## src/rtl/rtc_cfg_pkg.sv

```systemverilog
package rtc_cfg_pkg;

  localparam int unsigned REG_AW = 3;

  localparam logic [REG_AW-1:0] A_CTRL = 3'd0;
  localparam logic [REG_AW-1:0] A_DATE = 3'd1;
  localparam logic [REG_AW-1:0] A_TIME = 3'd2;
  localparam logic [REG_AW-1:0] A_CFG  = 3'd3;
  localparam logic [REG_AW-1:0] A_OFFS = 3'd4;

  localparam logic [15:0] CMD_IDLE    = 16'd0;
  localparam logic [15:0] CMD_COMMIT  = 16'd1;
  localparam logic [15:0] CMD_CAPTURE = 16'd2;

  typedef enum logic {S_IDLE, S_BUSY} cmd_st_e;

  // first member is the most significant byte: year ends up in [7:0]
  typedef struct packed {
    logic [7:0] sec;
    logic [7:0] min;
    logic [7:0] hour;
    logic [7:0] wday;
    logic [7:0] day;
    logic [7:0] mon;
    logic [7:0] year;
  } rtc_time_t;

  localparam rtc_time_t TIME_RST = '{sec: 8'h00, min: 8'h00, hour: 8'h00,
                                     wday: 8'h00, day: 8'h01, mon: 8'h01,
                                     year: 8'h00};

  function automatic logic [7:0] bcd_inc(input logic [7:0] v);
    if (v[3:0] >= 4'd9) return {v[7:4] + 4'd1, 4'd0};
    else                return {v[7:4], v[3:0] + 4'd1};
  endfunction

  function automatic logic bcd_digits_ok(input logic [7:0] v);
    return (v[7:4] <= 4'd9) && (v[3:0] <= 4'd9);
  endfunction

  // divisible by four, worked out on the two BCD digits
  function automatic logic leap_year(input logic [7:0] y);
    logic u048, u26;
    u048 = (y[3:0] == 4'd0) || (y[3:0] == 4'd4) || (y[3:0] == 4'd8);
    u26  = (y[3:0] == 4'd2) || (y[3:0] == 4'd6);
    return y[4] ? u26 : u048;
  endfunction

  function automatic logic [7:0] month_last(input logic [7:0] m, input logic [7:0] y);
    case (m)
      8'h02:                      return leap_year(y) ? 8'h29 : 8'h28;
      8'h04, 8'h06, 8'h09, 8'h11: return 8'h30;
      default:                    return 8'h31;
    endcase
  endfunction

  function automatic logic [7:0] hour_12h(input logic [7:0] h);
    logic [6:0] b;
    b = 7'(h[7:4]) * 7'd10 + 7'(h[3:0]);
    if (b == 7'd0)       return 8'h12;
    else if (b < 7'd12)  return h;
    else if (b == 7'd12) return 8'h92;
    else begin
      b = b - 7'd12;
      return {1'b1, 3'(b / 7'd10), 4'(b % 7'd10)};
    end
  endfunction

endpackage

```

## src/rtl/rtc_bcd_check.sv

```systemverilog
module rtc_bcd_check
  import rtc_cfg_pkg::*;
(
  input  rtc_time_t t_i,
  output logic      ok_o
);
  localparam int NB = $bits(rtc_time_t) / 8;

  logic [8*NB-1:0] flat;
  logic [NB-1:0]   dig_ok;
  logic            range_ok;

  assign flat = t_i;

  generate
    for (genvar g = 0; g < NB; g++) begin : g_dig
      assign dig_ok[g] = bcd_digits_ok(flat[8*g +: 8]);
    end
  endgenerate

  // BCD compares match numeric order once every nibble is a digit
  always_comb begin
    range_ok = (t_i.mon  >= 8'h01) && (t_i.mon <= 8'h12) &&
               (t_i.day  >= 8'h01) && (t_i.day <= 8'h31) &&
               (t_i.wday <= 8'h06) && (t_i.hour <= 8'h23) &&
               (t_i.min  <= 8'h59) && (t_i.sec <= 8'h59);
  end

  assign ok_o = (&dig_ok) && range_ok;

endmodule

```

## src/rtl/rtc_cmd_fsm.sv

```systemverilog
module rtc_cmd_fsm
  import rtc_cfg_pkg::*;
#(
  parameter int BUSY_CYCLES = 8
) (
  input  logic        clk,
  input  logic        rst,
  input  logic        cmd_wr_i,
  input  logic [15:0] cmd_i,
  input  logic        base_ok_i,
  output logic        busy_o,
  output logic        err_o,
  output logic        commit_o,
  output logic        capture_o
);
  localparam int CW = (BUSY_CYCLES > 1) ? $clog2(BUSY_CYCLES) : 1;

  cmd_st_e     st;
  logic [CW-1:0] cnt;
  logic [15:0] cmd_q;
  logic        err_q;
  logic        done;
  logic        cmd_ok;

  assign done   = (st == S_BUSY) && (cnt == '0);
  assign cmd_ok = ((cmd_q == CMD_COMMIT) && base_ok_i) || (cmd_q == CMD_CAPTURE);

  always_ff @(posedge clk) begin
    if (rst) begin
      st    <= S_IDLE;
      cnt   <= '0;
      cmd_q <= CMD_IDLE;
      err_q <= 1'b0;
    end else begin
      case (st)
        S_IDLE: begin
          if (cmd_wr_i) begin
            if (cmd_i == CMD_IDLE) begin
              err_q <= 1'b0;
            end else begin
              st    <= S_BUSY;
              cnt   <= CW'(BUSY_CYCLES - 1);
              cmd_q <= cmd_i;
              err_q <= 1'b0;
            end
          end
        end
        default: begin
          if (cnt == '0) begin
            st    <= S_IDLE;
            err_q <= !cmd_ok;
          end else begin
            cnt <= cnt - 1'b1;
          end
        end
      endcase
    end
  end

  assign busy_o    = (st == S_BUSY);
  assign err_o     = err_q;
  assign commit_o  = done && (cmd_q == CMD_COMMIT) && base_ok_i;
  assign capture_o = done && (cmd_q == CMD_CAPTURE);

  a_r2_done_clears: assert property (@(posedge clk) disable iff (rst)
    (busy_o && cnt == '0) |=> !busy_o);

  a_r3_ignore_busy_wr: assert property (@(posedge clk) disable iff (rst)
    (busy_o && cnt != '0 && cmd_wr_i) |=> (busy_o && $stable(cmd_q)));

  a_r5_bad_base_err: assert property (@(posedge clk) disable iff (rst)
    (done && cmd_q == CMD_COMMIT && !base_ok_i) |=> err_o);

  a_r6_one_action: assert property (@(posedge clk) disable iff (rst)
    $onehot0({commit_o, capture_o}));

endmodule

```

## src/rtl/rtc_time_counter.sv

```systemverilog
module rtc_time_counter
  import rtc_cfg_pkg::*;
(
  input  logic      clk,
  input  logic      rst,
  input  logic      load_i,
  input  rtc_time_t load_val_i,
  input  logic      run_i,
  input  logic      tick_i,
  output rtc_time_t now_o
);
  rtc_time_t now_q;
  rtc_time_t nxt;
  logic c_min, c_hour, c_day, c_mon, c_year;

  always_comb begin
    nxt    = now_q;
    c_min  = (now_q.sec == 8'h59);
    c_hour = c_min  && (now_q.min  == 8'h59);
    c_day  = c_hour && (now_q.hour == 8'h23);
    c_mon  = c_day  && (now_q.day  >= month_last(now_q.mon, now_q.year));
    c_year = c_mon  && (now_q.mon  >= 8'h12);

    nxt.sec = c_min ? 8'h00 : bcd_inc(now_q.sec);
    if (c_min)  nxt.min  = c_hour ? 8'h00 : bcd_inc(now_q.min);
    if (c_hour) nxt.hour = c_day  ? 8'h00 : bcd_inc(now_q.hour);
    if (c_day) begin
      nxt.wday = (now_q.wday >= 8'h06) ? 8'h00 : now_q.wday + 8'h01;
      nxt.day  = c_mon ? 8'h01 : bcd_inc(now_q.day);
    end
    if (c_mon)  nxt.mon  = c_year ? 8'h01 : bcd_inc(now_q.mon);
    if (c_year) nxt.year = (now_q.year == 8'h99) ? 8'h00 : bcd_inc(now_q.year);
  end

  always_ff @(posedge clk) begin
    if (rst)                 now_q <= TIME_RST;
    else if (load_i)         now_q <= load_val_i;
    else if (run_i && tick_i) now_q <= nxt;
  end

  assign now_o = now_q;

  a_r8_sec_digits: assert property (@(posedge clk) disable iff (rst)
    (now_q.sec <= 8'h59) && (now_q.sec[3:0] <= 4'd9));

  a_r8_hold_stopped: assert property (@(posedge clk) disable iff (rst)
    (!run_i && !load_i) |=> $stable(now_q));

  a_r10_wday_range: assert property (@(posedge clk) disable iff (rst)
    now_q.wday <= 8'h06);

endmodule

```

## src/rtl/rtc_cmd_ctrl.sv

```systemverilog
module rtc_cmd_ctrl
  import rtc_cfg_pkg::*;
#(
  parameter int BUSY_CYCLES = 8,
  parameter int CFG_W       = 32,
  parameter int OFFS_W      = 32
) (
  input  logic              clk,
  input  logic              rst,
  input  logic              tick_1hz,
  input  logic              bus_we,
  input  logic [REG_AW-1:0] bus_addr,
  input  logic [31:0]       bus_wdata,
  output logic [31:0]       bus_rdata,
  output logic [55:0]       now_bcd,
  output logic              running
);
  localparam int MODE12_BIT = 0;

  logic [31:0]       stage_date;
  logic [31:0]       stage_time;
  logic [CFG_W-1:0]  stage_cfg;
  logic [OFFS_W-1:0] stage_offs;
  logic [CFG_W-1:0]  live_cfg;
  logic [OFFS_W-1:0] live_offs;
  logic              run_q;
  logic [31:0]       rdata_q;
  rtc_time_t         disp_q;

  rtc_time_t base;
  rtc_time_t live_t;
  rtc_time_t disp_d;
  logic      base_ok;
  logic      busy, err, commit_p, capture_p;
  logic      cmd_wr;

  always_comb begin
    base.year = stage_date[7:0];
    base.mon  = stage_date[15:8];
    base.day  = stage_date[23:16];
    base.wday = stage_date[31:24];
    base.hour = stage_time[7:0];
    base.min  = stage_time[15:8];
    base.sec  = stage_time[23:16];
  end

  assign cmd_wr = bus_we && (bus_addr == A_CTRL);

  rtc_bcd_check u_check (
    .t_i  (base),
    .ok_o (base_ok)
  );

  rtc_cmd_fsm #(.BUSY_CYCLES(BUSY_CYCLES)) u_fsm (
    .clk       (clk),
    .rst       (rst),
    .cmd_wr_i  (cmd_wr),
    .cmd_i     (bus_wdata[15:0]),
    .base_ok_i (base_ok),
    .busy_o    (busy),
    .err_o     (err),
    .commit_o  (commit_p),
    .capture_o (capture_p)
  );

  rtc_time_counter u_cnt (
    .clk        (clk),
    .rst        (rst),
    .load_i     (commit_p),
    .load_val_i (base),
    .run_i      (run_q),
    .tick_i     (tick_1hz),
    .now_o      (live_t)
  );

  // staged registers: a capture result takes priority over a bus write
  always_ff @(posedge clk) begin
    if (rst) begin
      stage_date <= '0;
      stage_time <= '0;
      stage_cfg  <= '0;
      stage_offs <= '0;
    end else begin
      if (bus_we && bus_addr == A_DATE) stage_date <= bus_wdata;
      if (bus_we && bus_addr == A_TIME) stage_time <= bus_wdata;
      if (capture_p) begin
        stage_cfg  <= live_cfg;
        stage_offs <= live_offs;
      end else begin
        if (bus_we && bus_addr == A_CFG)  stage_cfg  <= CFG_W'(bus_wdata);
        if (bus_we && bus_addr == A_OFFS) stage_offs <= OFFS_W'(bus_wdata);
      end
    end
  end

  always_ff @(posedge clk) begin
    if (rst) begin
      live_cfg  <= '0;
      live_offs <= '0;
      run_q     <= 1'b0;
    end else if (commit_p) begin
      live_cfg  <= stage_cfg;
      live_offs <= stage_offs;
      run_q     <= 1'b1;
    end
  end

  always_ff @(posedge clk) begin
    if (rst) begin
      rdata_q <= '0;
    end else begin
      case (bus_addr)
        A_CTRL:  rdata_q <= {16'h0, busy, err, 14'h0};
        A_DATE:  rdata_q <= stage_date;
        A_TIME:  rdata_q <= stage_time;
        A_CFG:   rdata_q <= 32'(stage_cfg);
        A_OFFS:  rdata_q <= 32'(stage_offs);
        default: rdata_q <= '0;
      endcase
    end
  end

  always_comb begin
    disp_d = live_t;
    if (live_cfg[MODE12_BIT]) disp_d.hour = hour_12h(live_t.hour);
  end

  always_ff @(posedge clk) begin
    if (rst) disp_q <= TIME_RST;
    else     disp_q <= disp_d;
  end

  assign bus_rdata = rdata_q;
  assign now_bcd   = disp_q;
  assign running   = run_q;

  a_r4_commit_starts: assert property (@(posedge clk) disable iff (rst)
    commit_p |=> run_q);

  a_r4_run_sticky: assert property (@(posedge clk) disable iff (rst)
    run_q |=> run_q);

  a_r6_capture_copies: assert property (@(posedge clk) disable iff (rst)
    capture_p |=> (stage_cfg == $past(live_cfg) && stage_offs == $past(live_offs)));

endmodule

```

## config.mk

```make
export PLATFORM = sky130hd
export DESIGN_NAME = rtc_cmd_ctrl
export DESIGN_NICKNAME = d
export VERILOG_FILES = /design/src/rtl/rtc_cfg_pkg.sv /design/src/rtl/rtc_bcd_check.sv /design/src/rtl/rtc_cmd_fsm.sv /design/src/rtl/rtc_time_counter.sv /design/src/rtl/rtc_cmd_ctrl.sv
export SDC_FILE = /design/constraint.sdc
export NUM_CORES = 1
export LEC_CHECK = 0
export ABC_AREA = 1
export CORE_UTILIZATION = 49
export DETAILED_ROUTE_END_ITERATION = 8
export PLACE_DENSITY = 0.67
export SLEW_MARGIN = 20
export SYNTH_ARGS = -nofsm -noshare
export SYNTH_HDL_FRONTEND = slang
export SYNTH_HIERARCHICAL = 1
export SYNTH_SLANG_ARGS = --single-unit
```

## constraint.sdc

```tcl
create_clock -name clk -period 12.45 [get_ports clk]
set_clock_uncertainty 0.05 [all_clocks]
set_input_delay 1.8675 -clock clk [delete_from_list [all_inputs] [get_ports clk]]
set_output_delay 1.8675 -clock clk [all_outputs]
set_load 0.03 [all_outputs]
```

==> key figures <==
Power
  – Leak: about 7.6 nW
  – P_int: 1.923 mW
  – Cell Pwr Density: 128.5 mW/mm^2
  – Total power: approximately 2.5 mW
  – Seq pwr share: roughly 48%
  – Combinational power share: 4.3%
  – Net Sw Frac: between 20% and 30%
  – Sw Pwr: between 0.5 and 0.6 mW
  – Maximum vdd drop: 0.09604 mV
  – Clock power share: 48.2%

Clocking
  – CTS Sinks: approximately 360
  – Clk Tree Root Cell: clkbuf_16
  – Clk buf depth: 3
  – H-Tree Depth: 2
  – PostCTS Resize Cnt: 0
  – Setup repair bufs after CTS: 0
  – CTS tree: yes
  – Clk_lat worst skew: between 0.5 and 0.6 ns
  – Clock transition at the registers of the reported paths: 0.06 ns
  – Inserted Clock Buffers: 38
  – # hold bufs at CTS: 0

Synthesis
  – Area share of the leading cell type in the synthesized netlist: between 40% and 50%
  – Post-synthesis simple-gate area fraction: between 20% and 30%
  – Yosys warns: 6
  – Count leader, synth: dfxtp_1
  – Cells after synthesis: 2203
  – EDFF count, synth: 0
  – Post-synth top flop: dfxtp_1
  – Mapped cell area: 0.01644 sq mm
  – #FFs+latches synth: around 360
  – Post-synthesis mux area share: 0%
  – Main combinational cell family by area after synthesis: simple AND/OR/NAND/NOR gates
  – Sequential fraction of the synthesis area: a little over two fifths
  – Synth Area in XOR/XNOR: between 1 and 1.5%
  – Area leader, netlist: dfxtp_1
  – Syn Area/Cell: 7.464 sq um
  – Syn Nets: between 2000 and 2500
  – Leading post-synthesis cells by cell area: dfxtp_1 (44%), nand2_1 (8.1%), a21oi_1 (7.4%), inv_1 (6.2%), o21ai_0 (5.4%)
  – Adder-Cell Fraction of Synth Area: 4.276%
  – Ys async rst share: 0%
  – Netlist cell types: 54
  – Post-synthesis compound-gate area fraction: 20.64%
  – Most frequent cells after synthesis: dfxtp_1 (358), nand2_1 (355), inv_1 (270), a21oi_1 (244), nor2_1 (237)

Critical path
  – R2R Path End: now_bcd[33]
  – Startpoint Class: flip-flop
  – Reg-to-Reg Start: u_cnt/now_o[36]
  – Critical path arrival: between 4 and 5 ns
  – Critical path class: reg2reg
  – Crit-path slowest cell: dfxtp_1
  – Worst r2r path cells: 28
  – Worst Setup End Kind: flip-flop
  – Worst EP required: roughly 13 ns
  – Crit-path max cell delay: 0.49 ns
  – Worst-path maximum fanout: 8
  – R2R setup slack: between 8 and 9 ns

STA
  – Setup TNS Final: 0 ns
  – Unrepaired setup endpoints after global routing: false
  – Worst Max-Slew Pin Slew: about 1.0 ns
  – Post-route minimum period: around 4.4 ns
  – Period utilisation layout: a little over a third
  – # setup viols final: 0
  – Fmax: roughly 230 MHz
  – Final hold violation count: 0
  – Slew Limit Fails: 0
  – Max-slew headroom: 31.70%

Place
  – Port Buffers: 127
  – Placed cell area: about 0.018 sq mm
  – DP HPWL: roughly 30000 um
  – GP Congestion: 0.8516

Route
  – Number of DRC markers in iteration 0: between 1000 and 1500
  – WL per Instance: around 16 um
  – Routed wire length: between 40000 and 50000 um
  – DRT Pass-1 Iters: 5
  – DRC viols: 0
  – DR vias/cell: 5.468
  – Final ANT Viol Nets: 0
  – DR vias: 14970

Global route
  – Initial antenna violation count: 1
  – Tot GR Track Use: 26.11%
  – Vias in the first global route: 13850
  – Largest net degree at the start of global routing: about 110
  – First-pass GRT wire length: between 70000 and 80000 um
  – Global route overflow: 0

Layout
  – Sequential cell area: between 0.007 and 0.008 sq mm
  – Layout overhead on the synthesized area: 17.05%
  – Footprint of the multi-input gates: 0.007756 sq mm
  – Final instance area: 0.01925 sq mm
  – Share of layout cells above drive strength 1: under 10%
  – Fillers: 3035
  – ANT cells: 0
  – Nets: about 2400
  – Layout Utilization: about three fifths

Hold path
  – HP Start: u_cnt/now_o[29]
  – Hold path endpoint: now_bcd[29]
  – Hold crit path type: reg2reg
  – WHS Path Cells: 2

Die
  – Die W: approximately 190 um
  – # IOs: around 130
  – Core area: ~0.033 sq mm
  – Initial Utilization: about 50%
  – Height of the chip: between 150 and 200 um
  – Die Area: 0.03429 sq mm
  – Row count: 66

Run status
  – Status: finished clean

Flow run
  – Number of max-cap violations: 0
## placed cells by master, fill, tap and decap left out, types with 18 or more instances in the layout
cell and count:
dfxtp_1 358, nor2_1 234, o21ai_0 178, a22oi_1 45
a221oi_1 30, ha_1 53, nand2_1 355, a31oi_1 32
o22ai_1 33, nand2_2 25, nand3_1 90, a21oi_1 244
clkdlybuf4s50_1 126, xor2_1 18, inv_1 267, clkbuf_16 38
## worst max-delay path: cells and delay by family (launching register included)
kind                       cells  cell delay [ns]
and+or+nand+nor               18             1.98
DFF                            1             0.49
AOI/OAI and AO/OA              3             0.45
adders and majority gates      4             1.05
buffers and inverters          3             0.26
## per-stage QoR
stage / setup slack, ns / instances / hold WS, ns
finish: 8.021 / 2737 / 0.3921
global route: 7.648 / 2737 / 0.4006
CTS: 8.028 / 2737 / 0.3917
detailed placement: 8.054 / 2669 / 0.3837
global placement: 7.996 / 2669 / 0.3816
floorplan: 8.557 / 2203 / 0.3659
## metal layers
metal	wire [um]	track usage (%)	vias to the layer above
met2	19800	40.15	508
li1	-	-	7379
met5	0	0	-
met3	2993	3.500	96
met1	20620	37.04	6982
met4	1388	9.917	0
## power groups by stage
stage / clock, mW / combinational (mW) / sequential (mW)
5_1_grt: 1.26 / 0.116 / 1.17
6_report: 1.19 / 0.107 / 1.17
3_5_place_dp: 0 / 0.105 / 1.20
3_3_place_gp: 0 / 0.103 / 1.20
2_1_floorplan: 0 / 0.0625 / 1.20
4_1_cts: 1.21 / 0.106 / 1.17
## kinds of logic (layout without fill, tap and decap cells)
kind of cell | count (synthesis) | in the layout
AND/OR/NAND/NOR | 773 | 773
AO/OA/AOI/OAI | 597 | 597
buffers and inverters | 397 | 489
flip-flops | 358 | 358
adder cells (fa/ha/maj) | 55 | 55
XOR/XNOR | 23 | 23
## sequential cells by signal, summed over array words and instances, names as in the netlist, 3 cells and up
signal and cells:
now_bcd 56, live_offs 32, u_cnt/now_o 56, u_fsm/cmd_q 16, stage_time 32, stage_cfg 32, bus_rdata 32, live_cfg 32
stage_date 32, stage_offs 32, u_fsm/cnt 3
## layout make-up
class	instances	area share, %
inverter	281	5.519
multi-input combinational	1448	40.30
clock inverter	11	0.9166
timing repair buffer	140	7.118
tap	442	2.873
sequential	358	37.24
clock buffer	57	6.039
## how the worst max path moves through the flow
stage	end	cells after the start	startpoint	slack, ns
6_report	now_bcd[33]	28	u_cnt/now_o[36]	8.02
5_1_grt	now_bcd[33]	30	u_cnt/now_o[36]	7.65
4_1_cts	now_bcd[33]	28	u_cnt/now_o[36]	8.03
3_5_place_dp	now_bcd[33]	28	u_cnt/now_o[36]	8.05
3_3_place_gp	stage_offs[27]	8	bus_addr[0]	8.00
2_1_floorplan	now_bcd[34]	30	u_cnt/now_o[36]	8.56
No activity file was read; power rests on OpenSTA's default activity.
